===== config.mk =====
export PLATFORM = sky130hd
export DESIGN_NAME = hwld_unit
export DESIGN_NICKNAME = d
export VERILOG_FILES = /design/src/rtl/hwld_pkg.sv /design/src/rtl/hwld_rst_sync.sv /design/src/rtl/hwld_issue.sv /design/src/rtl/hwld_hold.sv /design/src/rtl/hwld_format.sv /design/src/rtl/hwld_unit.sv
export SDC_FILE = /design/constraint.sdc
export NUM_CORES = 1
export LEC_CHECK = 0
export BUFFER_PORTS_ARGS = -buffer_cell sky130_fd_sc_hd__buf_2
export CORE_ASPECT_RATIO = 0.7
export CORE_MARGIN = 3
export CORE_UTILIZATION = 40
export CTS_CLUSTER_SIZE = 28
export DETAILED_ROUTE_END_ITERATION = 10
export PLACE_DENSITY_LB_ADDON = 0.05
export SLEW_MARGIN = 20
export SYNTH_ARGS = -nofsm -noshare
export SYNTH_HDL_FRONTEND = slang
export SYNTH_HIERARCHICAL = 1
export SYNTH_SLANG_ARGS = --single-unit

===== constraint.sdc =====
create_clock -name clk -period 1.14 [get_ports clk]
set_input_delay 0 -clock clk [delete_from_list [all_inputs] [get_ports clk]]
set_output_delay 0 -clock clk [all_outputs]
set_load 0.01 [all_outputs]

===== src/rtl/hwld_pkg.sv =====
package hwld_pkg;

  // Per-operation control carried along the pipeline
  typedef struct packed {
    logic wen;   // guard passed (or no guard)
    logic mis;   // effective address odd
    logic be;    // byte order captured at issue
  } hwld_ctl_t;

  // Arrange the two fetched bytes into a halfword.
  // raw[7:0] is the byte at the address, raw[15:8] the byte at address+1.
  function automatic logic [15:0] hwld_order(input logic [15:0] raw, input logic be);
    logic [15:0] h;
    if (be) h = {raw[7:0], raw[15:8]};
    else    h = raw;
    return h;
  endfunction

endpackage


===== src/rtl/hwld_rst_sync.sv =====
module hwld_rst_sync #(
  parameter int STAGES = 2
) (
  input  logic clk,
  input  logic rst_n,
  output logic rst_n_sync
);
  logic [STAGES-1:0] chain_q;
  logic [STAGES-1:0] chain_d;

  generate
    if (STAGES == 1) begin : g_one
      always_comb chain_d = 1'b1;
    end else begin : g_many
      always_comb chain_d = {chain_q[STAGES-2:0], 1'b1};
    end
  endgenerate

  always_ff @(posedge clk or negedge rst_n) begin
    if (!rst_n) chain_q <= '0;
    else        chain_q <= chain_d;
  end

  assign rst_n_sync = chain_q[STAGES-1];
endmodule


===== src/rtl/hwld_issue.sv =====
module hwld_issue
  import hwld_pkg::*;
#(
  parameter int XW = 32,
  parameter int RW = 7
) (
  input  logic          clk,
  input  logic          rst_n,
  input  logic          iss_valid,
  input  logic          iss_guarded,
  input  logic [XW-1:0] iss_guard,
  input  logic [XW-1:0] iss_base,
  input  logic [XW-1:0] iss_index,
  input  logic [RW-1:0] iss_dest,
  input  logic          big_endian,
  output logic          s1_valid,
  output hwld_ctl_t     s1_ctl,
  output logic [RW-1:0] s1_dest,
  output logic          mem_req,
  output logic [XW-1:0] mem_addr
);
  // Only bit 0 of the guard is architecturally meaningful
  logic guard_hi_unused;
  assign guard_hi_unused = |iss_guard[XW-1:1];

  // Next-state
  logic [XW-1:0] addr_d;
  hwld_ctl_t     ctl_d;
  logic          load_en;

  always_comb begin
    addr_d     = iss_base + iss_index;
    ctl_d.wen  = !iss_guarded || iss_guard[0];
    ctl_d.mis  = addr_d[0];
    ctl_d.be   = big_endian;
    load_en    = iss_valid;
  end

  // Registers
  always_ff @(posedge clk or negedge rst_n) begin
    if (!rst_n) s1_valid <= 1'b0;
    else        s1_valid <= iss_valid;
  end

  always_ff @(posedge clk) begin
    if (load_en) begin
      s1_ctl   <= ctl_d;
      s1_dest  <= iss_dest;
      mem_addr <= addr_d;
    end
  end

  assign mem_req = s1_valid && s1_ctl.wen && !s1_ctl.mis;


  req_guard_chk: assert property (@(posedge clk) disable iff (!rst_n)
    mem_req |-> $past(iss_valid && (!iss_guarded || iss_guard[0])));

  req_addr_chk: assert property (@(posedge clk) disable iff (!rst_n)
    mem_req |-> (mem_addr == $past(iss_base + iss_index)));

  req_align_chk: assert property (@(posedge clk) disable iff (!rst_n)
    mem_req |-> (mem_addr[0] == 1'b0));
endmodule


===== src/rtl/hwld_hold.sv =====
module hwld_hold
  import hwld_pkg::*;
#(
  parameter int RW = 7
) (
  input  logic          clk,
  input  logic          rst_n,
  input  logic          s1_valid,
  input  hwld_ctl_t     s1_ctl,
  input  logic [RW-1:0] s1_dest,
  output logic          s2_valid,
  output hwld_ctl_t     s2_ctl,
  output logic [RW-1:0] s2_dest
);
  // Covers the memory read cycle; data arrives with s2
  always_ff @(posedge clk or negedge rst_n) begin
    if (!rst_n) s2_valid <= 1'b0;
    else        s2_valid <= s1_valid;
  end

  always_ff @(posedge clk) begin
    if (s1_valid) begin
      s2_ctl  <= s1_ctl;
      s2_dest <= s1_dest;
    end
  end
endmodule


===== src/rtl/hwld_format.sv =====
module hwld_format
  import hwld_pkg::*;
#(
  parameter int          XW   = 32,
  parameter int          RW   = 7,
  parameter logic [XW-1:0] FILL = 32'hBAD0_BAD0
) (
  input  logic          clk,
  input  logic          rst_n,
  input  logic          s2_valid,
  input  hwld_ctl_t     s2_ctl,
  input  logic [RW-1:0] s2_dest,
  input  logic [15:0]   mem_rdata,
  output logic          res_valid,
  output logic          res_wen,
  output logic [RW-1:0] res_dest,
  output logic [XW-1:0] res_data,
  output logic          res_misalign
);
  localparam int EXT_W = XW - 16;

  logic [15:0]   half;
  logic [XW-1:0] ext;
  logic [XW-1:0] data_d;
  logic          wen_d;
  logic          mis_d;

  always_comb half = hwld_order(mem_rdata, s2_ctl.be);

  generate
    if (EXT_W > 0) begin : g_ext
      always_comb ext = {{EXT_W{half[15]}}, half};
    end else begin : g_noext
      always_comb ext = half[XW-1:0];
    end
  endgenerate

  always_comb begin
    wen_d  = s2_valid && s2_ctl.wen;
    mis_d  = wen_d && s2_ctl.mis;
    data_d = s2_ctl.mis ? FILL : ext;
  end

  always_ff @(posedge clk or negedge rst_n) begin
    if (!rst_n) begin
      res_valid    <= 1'b0;
      res_wen      <= 1'b0;
      res_misalign <= 1'b0;
    end else begin
      res_valid    <= s2_valid;
      res_wen      <= wen_d;
      res_misalign <= mis_d;
    end
  end

  always_ff @(posedge clk) begin
    if (s2_valid) res_dest <= s2_dest;
    if (wen_d)    res_data <= data_d;
  end


  wen_valid_chk: assert property (@(posedge clk) disable iff (!rst_n)
    res_wen |-> res_valid);

  mis_fill_chk: assert property (@(posedge clk) disable iff (!rst_n)
    res_misalign |-> (res_wen && res_data == FILL));

  sext_chk: assert property (@(posedge clk) disable iff (!rst_n)
    (res_wen && !res_misalign) |-> (res_data[XW-1:15] == {(EXT_W+1){res_data[15]}}));
endmodule


===== src/rtl/hwld_unit.sv =====
module hwld_unit
  import hwld_pkg::*;
#(
  parameter int            XW   = 32,
  parameter int            RW   = 7,
  parameter logic [XW-1:0] FILL = 32'hBAD0_BAD0
) (
  input  logic          clk,
  input  logic          rst_n,
  input  logic          iss_valid,
  input  logic          iss_guarded,
  input  logic [XW-1:0] iss_guard,
  input  logic [XW-1:0] iss_base,
  input  logic [XW-1:0] iss_index,
  input  logic [RW-1:0] iss_dest,
  input  logic          big_endian,
  output logic          mem_req,
  output logic [XW-1:0] mem_addr,
  input  logic [15:0]   mem_rdata,
  output logic          res_valid,
  output logic          res_wen,
  output logic [RW-1:0] res_dest,
  output logic [XW-1:0] res_data,
  output logic          res_misalign
);
  logic          rst_n_s;
  logic          s1_valid, s2_valid;
  hwld_ctl_t     s1_ctl, s2_ctl;
  logic [RW-1:0] s1_dest, s2_dest;

  hwld_rst_sync #(.STAGES(2)) u_rst (
    .clk(clk), .rst_n(rst_n), .rst_n_sync(rst_n_s)
  );

  hwld_issue #(.XW(XW), .RW(RW)) u_issue (
    .clk(clk), .rst_n(rst_n_s),
    .iss_valid(iss_valid), .iss_guarded(iss_guarded), .iss_guard(iss_guard),
    .iss_base(iss_base), .iss_index(iss_index), .iss_dest(iss_dest),
    .big_endian(big_endian),
    .s1_valid(s1_valid), .s1_ctl(s1_ctl), .s1_dest(s1_dest),
    .mem_req(mem_req), .mem_addr(mem_addr)
  );

  hwld_hold #(.RW(RW)) u_hold (
    .clk(clk), .rst_n(rst_n_s),
    .s1_valid(s1_valid), .s1_ctl(s1_ctl), .s1_dest(s1_dest),
    .s2_valid(s2_valid), .s2_ctl(s2_ctl), .s2_dest(s2_dest)
  );

  hwld_format #(.XW(XW), .RW(RW), .FILL(FILL)) u_fmt (
    .clk(clk), .rst_n(rst_n_s),
    .s2_valid(s2_valid), .s2_ctl(s2_ctl), .s2_dest(s2_dest),
    .mem_rdata(mem_rdata),
    .res_valid(res_valid), .res_wen(res_wen), .res_dest(res_dest),
    .res_data(res_data), .res_misalign(res_misalign)
  );


  latency_chk: assert property (@(posedge clk) disable iff (!rst_n_s)
    res_valid |-> $past(iss_valid, 3));

  rst_quiet_chk: assert property (@(posedge clk)
    !rst_n |-> (!res_valid && !mem_req));
endmodule


==> metrics list <==
* Net count, final: about 850
- Of the cells placed in the final design, the portion with a size suffix greater than 1 is 0.570.
- The worst hold path belongs to the class input pin to flip-flop.
- In the routed design, unresolved DRC markers number 0.
- The first global-routing pass estimated 19,400 um of wire.
* Kind of critical path: input pin to flip-flop
* RSZ-0062 raised after global routing: yes
- In this run the core area contains 32 standard-cell rows.
* Part of the power in the clock network: 0.291
- The share of total power dissipated in sequential elements is 0.398.
- Summed over all nets, the switching power comes to roughly 2.8 mW.
* Drt wl/cell: 14.8 um
- Final-layout fill cell count: 861
* Total area of multi-input combinational cells: roughly 2500 sq um
* Pwr Density: ~1300 nW/um^2
- Across all layers, the routed design uses between 4,000 and 5,000 vias.
- TritonCTS Sinks: 82
- Synthesis produced a netlist whose cell count is 395.
* Worst-case vdd ir drop: 808 uV
* Worst hold slack: around 0.022 ns
- Critical Path End Type: flip-flop
- Stage delay of the slowest cell on the critical path: 0.44 ns
* Number of design-rule violations left by the first detailed-router iteration: 188
* Max-slew violation total from the final report: 0
- Core ar.: 11,200 sq um
* Proportion of synthesized flip-flops having asynchronous set or reset: 0.0854
- The analysis attributes to cell leakage a power of 3.39 nW.
- From synthesis to final layout, the design area changed by 63.8%.
- Setup violations remaining at the end of the flow were counted as 43.
- Netlist Area Pre-Place: 4660 sq um
- STA classifies the critical path startpoint as an input pin.
- In the global route stage, overall resource usage came out at 0.188.
- Input and output buffers added on the ports amount to 167.
- Largest net degree at the start of global routing: 43
* Dpl hpwl: 9390 um
- Of the available clock period, the critical path in the final layout requires 1.46.
- TritonCTS built the clock tree.
- Synthesized net count: 551
- The worst path in the final design needs a cycle of about 1.7 ns, including I/O delays and setup.
* Final core utilization: 0.681
* Clock tree root buffer cell: sky130_fd_sc_hd__clkbuf_16
* Die width: between 100 and 150 um
- The library cell used most frequently in the layout, excluding fill and tap cells, is sky130_fd_sc_hd__buf_2.
- Switching portion of total power: 0.289
* Number of storage elements in the synthesis netlist: slightly above 80
- Clk buf depth: 2
- Count of unique library cells instantiated by Yosys: 55
- Iteration count of the initial detailed-routing pass: 4
- Post-synth EDFFs: 75
- GRT Residual Overflow: 0
- At the worst endpoint, the required time is between 1 and 1.5 ns.
- In this run the remaining antenna-violating nets after routing total 0.
- The signal on the critical path passes through buf_8 -> ha_4 -> a21oi_4 -> nor2b_4 -> a2111oi_4 -> o41a_1 -> or2_1 -> o31ai_2 -> xnor2_1.
* Number of I/O pins: roughly 200
- The flow ran to the end, but the final reports show violations.
- CTS clock-pin slew for the worst setup and hold paths: 0.07 ns
- The die is 96.4 um tall.
- The number of antenna violations at the first check in global routing was 0.
* Placer congestion estimate: 0.823
- TritonCTS created 9 clock buffers.
- The via count of the first global-routing pass came to ~4,000.
- Largest fanout of any net on the critical path: 3
- Max frequency: 599 MHz
- Commonest cells after routing, fill and taps aside: sky130_fd_sc_hd__buf_2, sky130_fd_sc_hd__buf_4, sky130_fd_sc_hd__edfxtp_1, sky130_fd_sc_hd__dlygate4sd3_1, sky130_fd_sc_hd__nor2_1
- Clock tree skew after final layout: 0.00669 ns
- For this run, the leading register cell type out of synthesis is sky130_fd_sc_hd__edfxtp_1.
- Share of synthesized area occupied by flip-flops and latches: 0.520
- Starting density of the core: 0.416
* Setup slack of the critical path after layout: -0.529 ns
- The number of antenna diodes in the final layout is 0.
- The total count of hold-check failures in the final report was 0.
* Total area of sequential cells: about 2400 sq um
* CTS H-tree depth: 3
- Vias per cell: about 4.8
* Part of the total power dissipated in combinational logic: 0.311
* Mean Syn Cell Area: 11.8 sq um
* Count of max-cap constraint violations: 0
- Synthesis Warnings: 6
- Among all stages on the critical path, the largest delay is contributed by sky130_fd_sc_hd__o41a_1.
* Clock latency on the worst-skew pair: 0.33 ns
* Total wire length: 12,600 um
- The checks that failed: setup timing.
- The internal power of the cells totals 6.82 mW.
* Arrival @ worst endpoint: 1.75 ns
- Die area: 13,000 sq um
-- logic make-up (layout without fill, tap and decap cells) --
group | Yosys count | in the layout | synth area share
and+or+nand+nor | 86 | 86 | 0.0923
xor gates and xnor gates | 28 | 28 | 0.0526
adders and majority gates | 32 | 32 | 0.0874
other | 1 | 1 | 0.000804
AOI/OAI and AO/OA | 115 | 115 | 0.173
DFF | 82 | 82 | 0.520
buffers and inverters | 42 | 347 | 0.0542
muxes | 9 | 9 | 0.0193
-- power by group through the flow --
stage | logic (mW) | clock network [mW] | registers [mW]
after global placement | 2.46 | 0 | 3.87
after floorplan | 1.20 | 0 | 4.02
after CTS | 2.74 | 2.89 | 3.82
final | 2.99 | 2.80 | 3.81
after global routing | 3.24 | 2.99 | 3.85
after detailed placement | 2.48 | 0 | 3.89
-- layer usage --
layer  up-vias  global-route usage  part of all wire
met5         -                   0                 0
li1       2079                   -                 -
met2       123               0.309              0.48
met3        15              0.0350             0.051
met4         0              0.0570             0.012
met1      1918               0.254              0.46
-- worst paths after layout --
kind | end | slack [ns] | from | cells after the start
worst max-delay path | u_issue/mem_addr[25]$_DFFE_PP_ | -0.53 | iss_base[1] | 9
min in group asynchronous | u_issue/s1_valid$_DFF_PN0_ | 0.08 | u_rst/chain_q[1]$_DFF_PN0_ | 0
max in group asynchronous | u_rst/chain_q[1]$_DFF_PN0_ | 0.49 | rst_n | 3
worst min register to register | u_issue/s1_valid$_DFF_PN0_ | 0.08 | u_rst/chain_q[1]$_DFF_PN0_ | 0
worst min-delay path | u_fmt/res_data[29]$_SDFFCE_PP1P_ | 0.02 | mem_rdata[7] | 3
worst max register to register | u_fmt/res_data[11]$_SDFFCE_PP1P_ | -0.17 | u_hold/s2_ctl[0]$_DFFE_PP_ | 3
-- registers in the layout, indices dropped and copies added (netlist names) --
| register | cells |
|---|---|
| u_fmt/res_wen | 1 |
| u_hold/s2_ctl | 3 |
| u_rst/chain_q | 2 |
| u_issue/s1_valid | 1 |
| u_fmt/res_dest | 7 |
| u_hold/s2_valid | 1 |
| u_fmt/res_data | 17 |
| u_fmt/res_misalign | 1 |
| u_hold/s2_dest | 7 |
| u_issue/s1_ctl | 2 |
| u_fmt/res_valid | 1 |
| u_issue/s1_dest | 7 |
| u_issue/mem_addr | 32 |
-- metrics by stage --
stage | cells | worst slack (ns) | setup TNS (ns) | area (sq um) | total power [mW]
2_1_floorplan | 395 | -0.714 | -11.99 | 4880 | 5.22
3_3_place_gp | 787 | -0.949 | -20.64 | 6480 | 6.34
3_5_place_dp | 787 | -0.971 | -22.12 | 6480 | 6.37
4_1_cts | 842 | -0.569 | -11.15 | 7290 | 9.45
5_1_grt | 853 | -0.597 | -14.07 | 7640 | 10.1
6_report | 853 | -0.529 | -11.81 | 7640 | 9.60
-- timing repair --
item,CTS,global route
resized for setup,35,46
endpoints found under the setup margin,42,44
pin swaps,27,27
hold endpoints to repair,25,0
hold buffers,26,0
buffers inserted,15,11
-- Yosys cell counts (8+ instances only) --
| cell | number | area, sq um |
|---|---|---|
| sky130_fd_sc_hd__a21o_1 | 13 | 97.6 |
| sky130_fd_sc_hd__inv_1 | 8 | 30.0 |
| sky130_fd_sc_hd__xor2_1 | 11 | 96.3 |
| sky130_fd_sc_hd__edfxtp_1 | 75 | 2250 |
| sky130_fd_sc_hd__nand2_1 | 16 | 60.1 |
| sky130_fd_sc_hd__nand3_1 | 9 | 45.0 |
| sky130_fd_sc_hd__mux2i_1 | 9 | 90.1 |
| sky130_fd_sc_hd__ha_1 | 31 | 388 |
| sky130_fd_sc_hd__nor2_1 | 25 | 93.8 |
| sky130_fd_sc_hd__xnor2_1 | 17 | 149 |
| sky130_fd_sc_hd__clkbuf_1 | 9 | 33.8 |
| sky130_fd_sc_hd__a21oi_1 | 32 | 160 |
| sky130_fd_sc_hd__buf_4 | 17 | 128 |
| sky130_fd_sc_hd__o21ai_0 | 14 | 70.1 |
-- cell type report --
type,count,share of cell area
multi-input combinational,271,0.330
sequential,82,0.318
timing repair buffer,323,0.285
clock buffer,9,0.0295
tap,153,0.0251
clock inverter,7,0.00934
inverter,8,0.00393
-- worst max-delay path: cells and delay by family --
kind | cells | cell delay (ns)
AOI/OAI and AO/OA | 4 | 0.84
xor gates and xnor gates | 1 | 0.09
adders and majority gates | 1 | 0.27
buffers and inverters | 1 | 0.10
and+or+nand+nor | 2 | 0.45
Note: power is estimated with default switching activity, not from simulation.
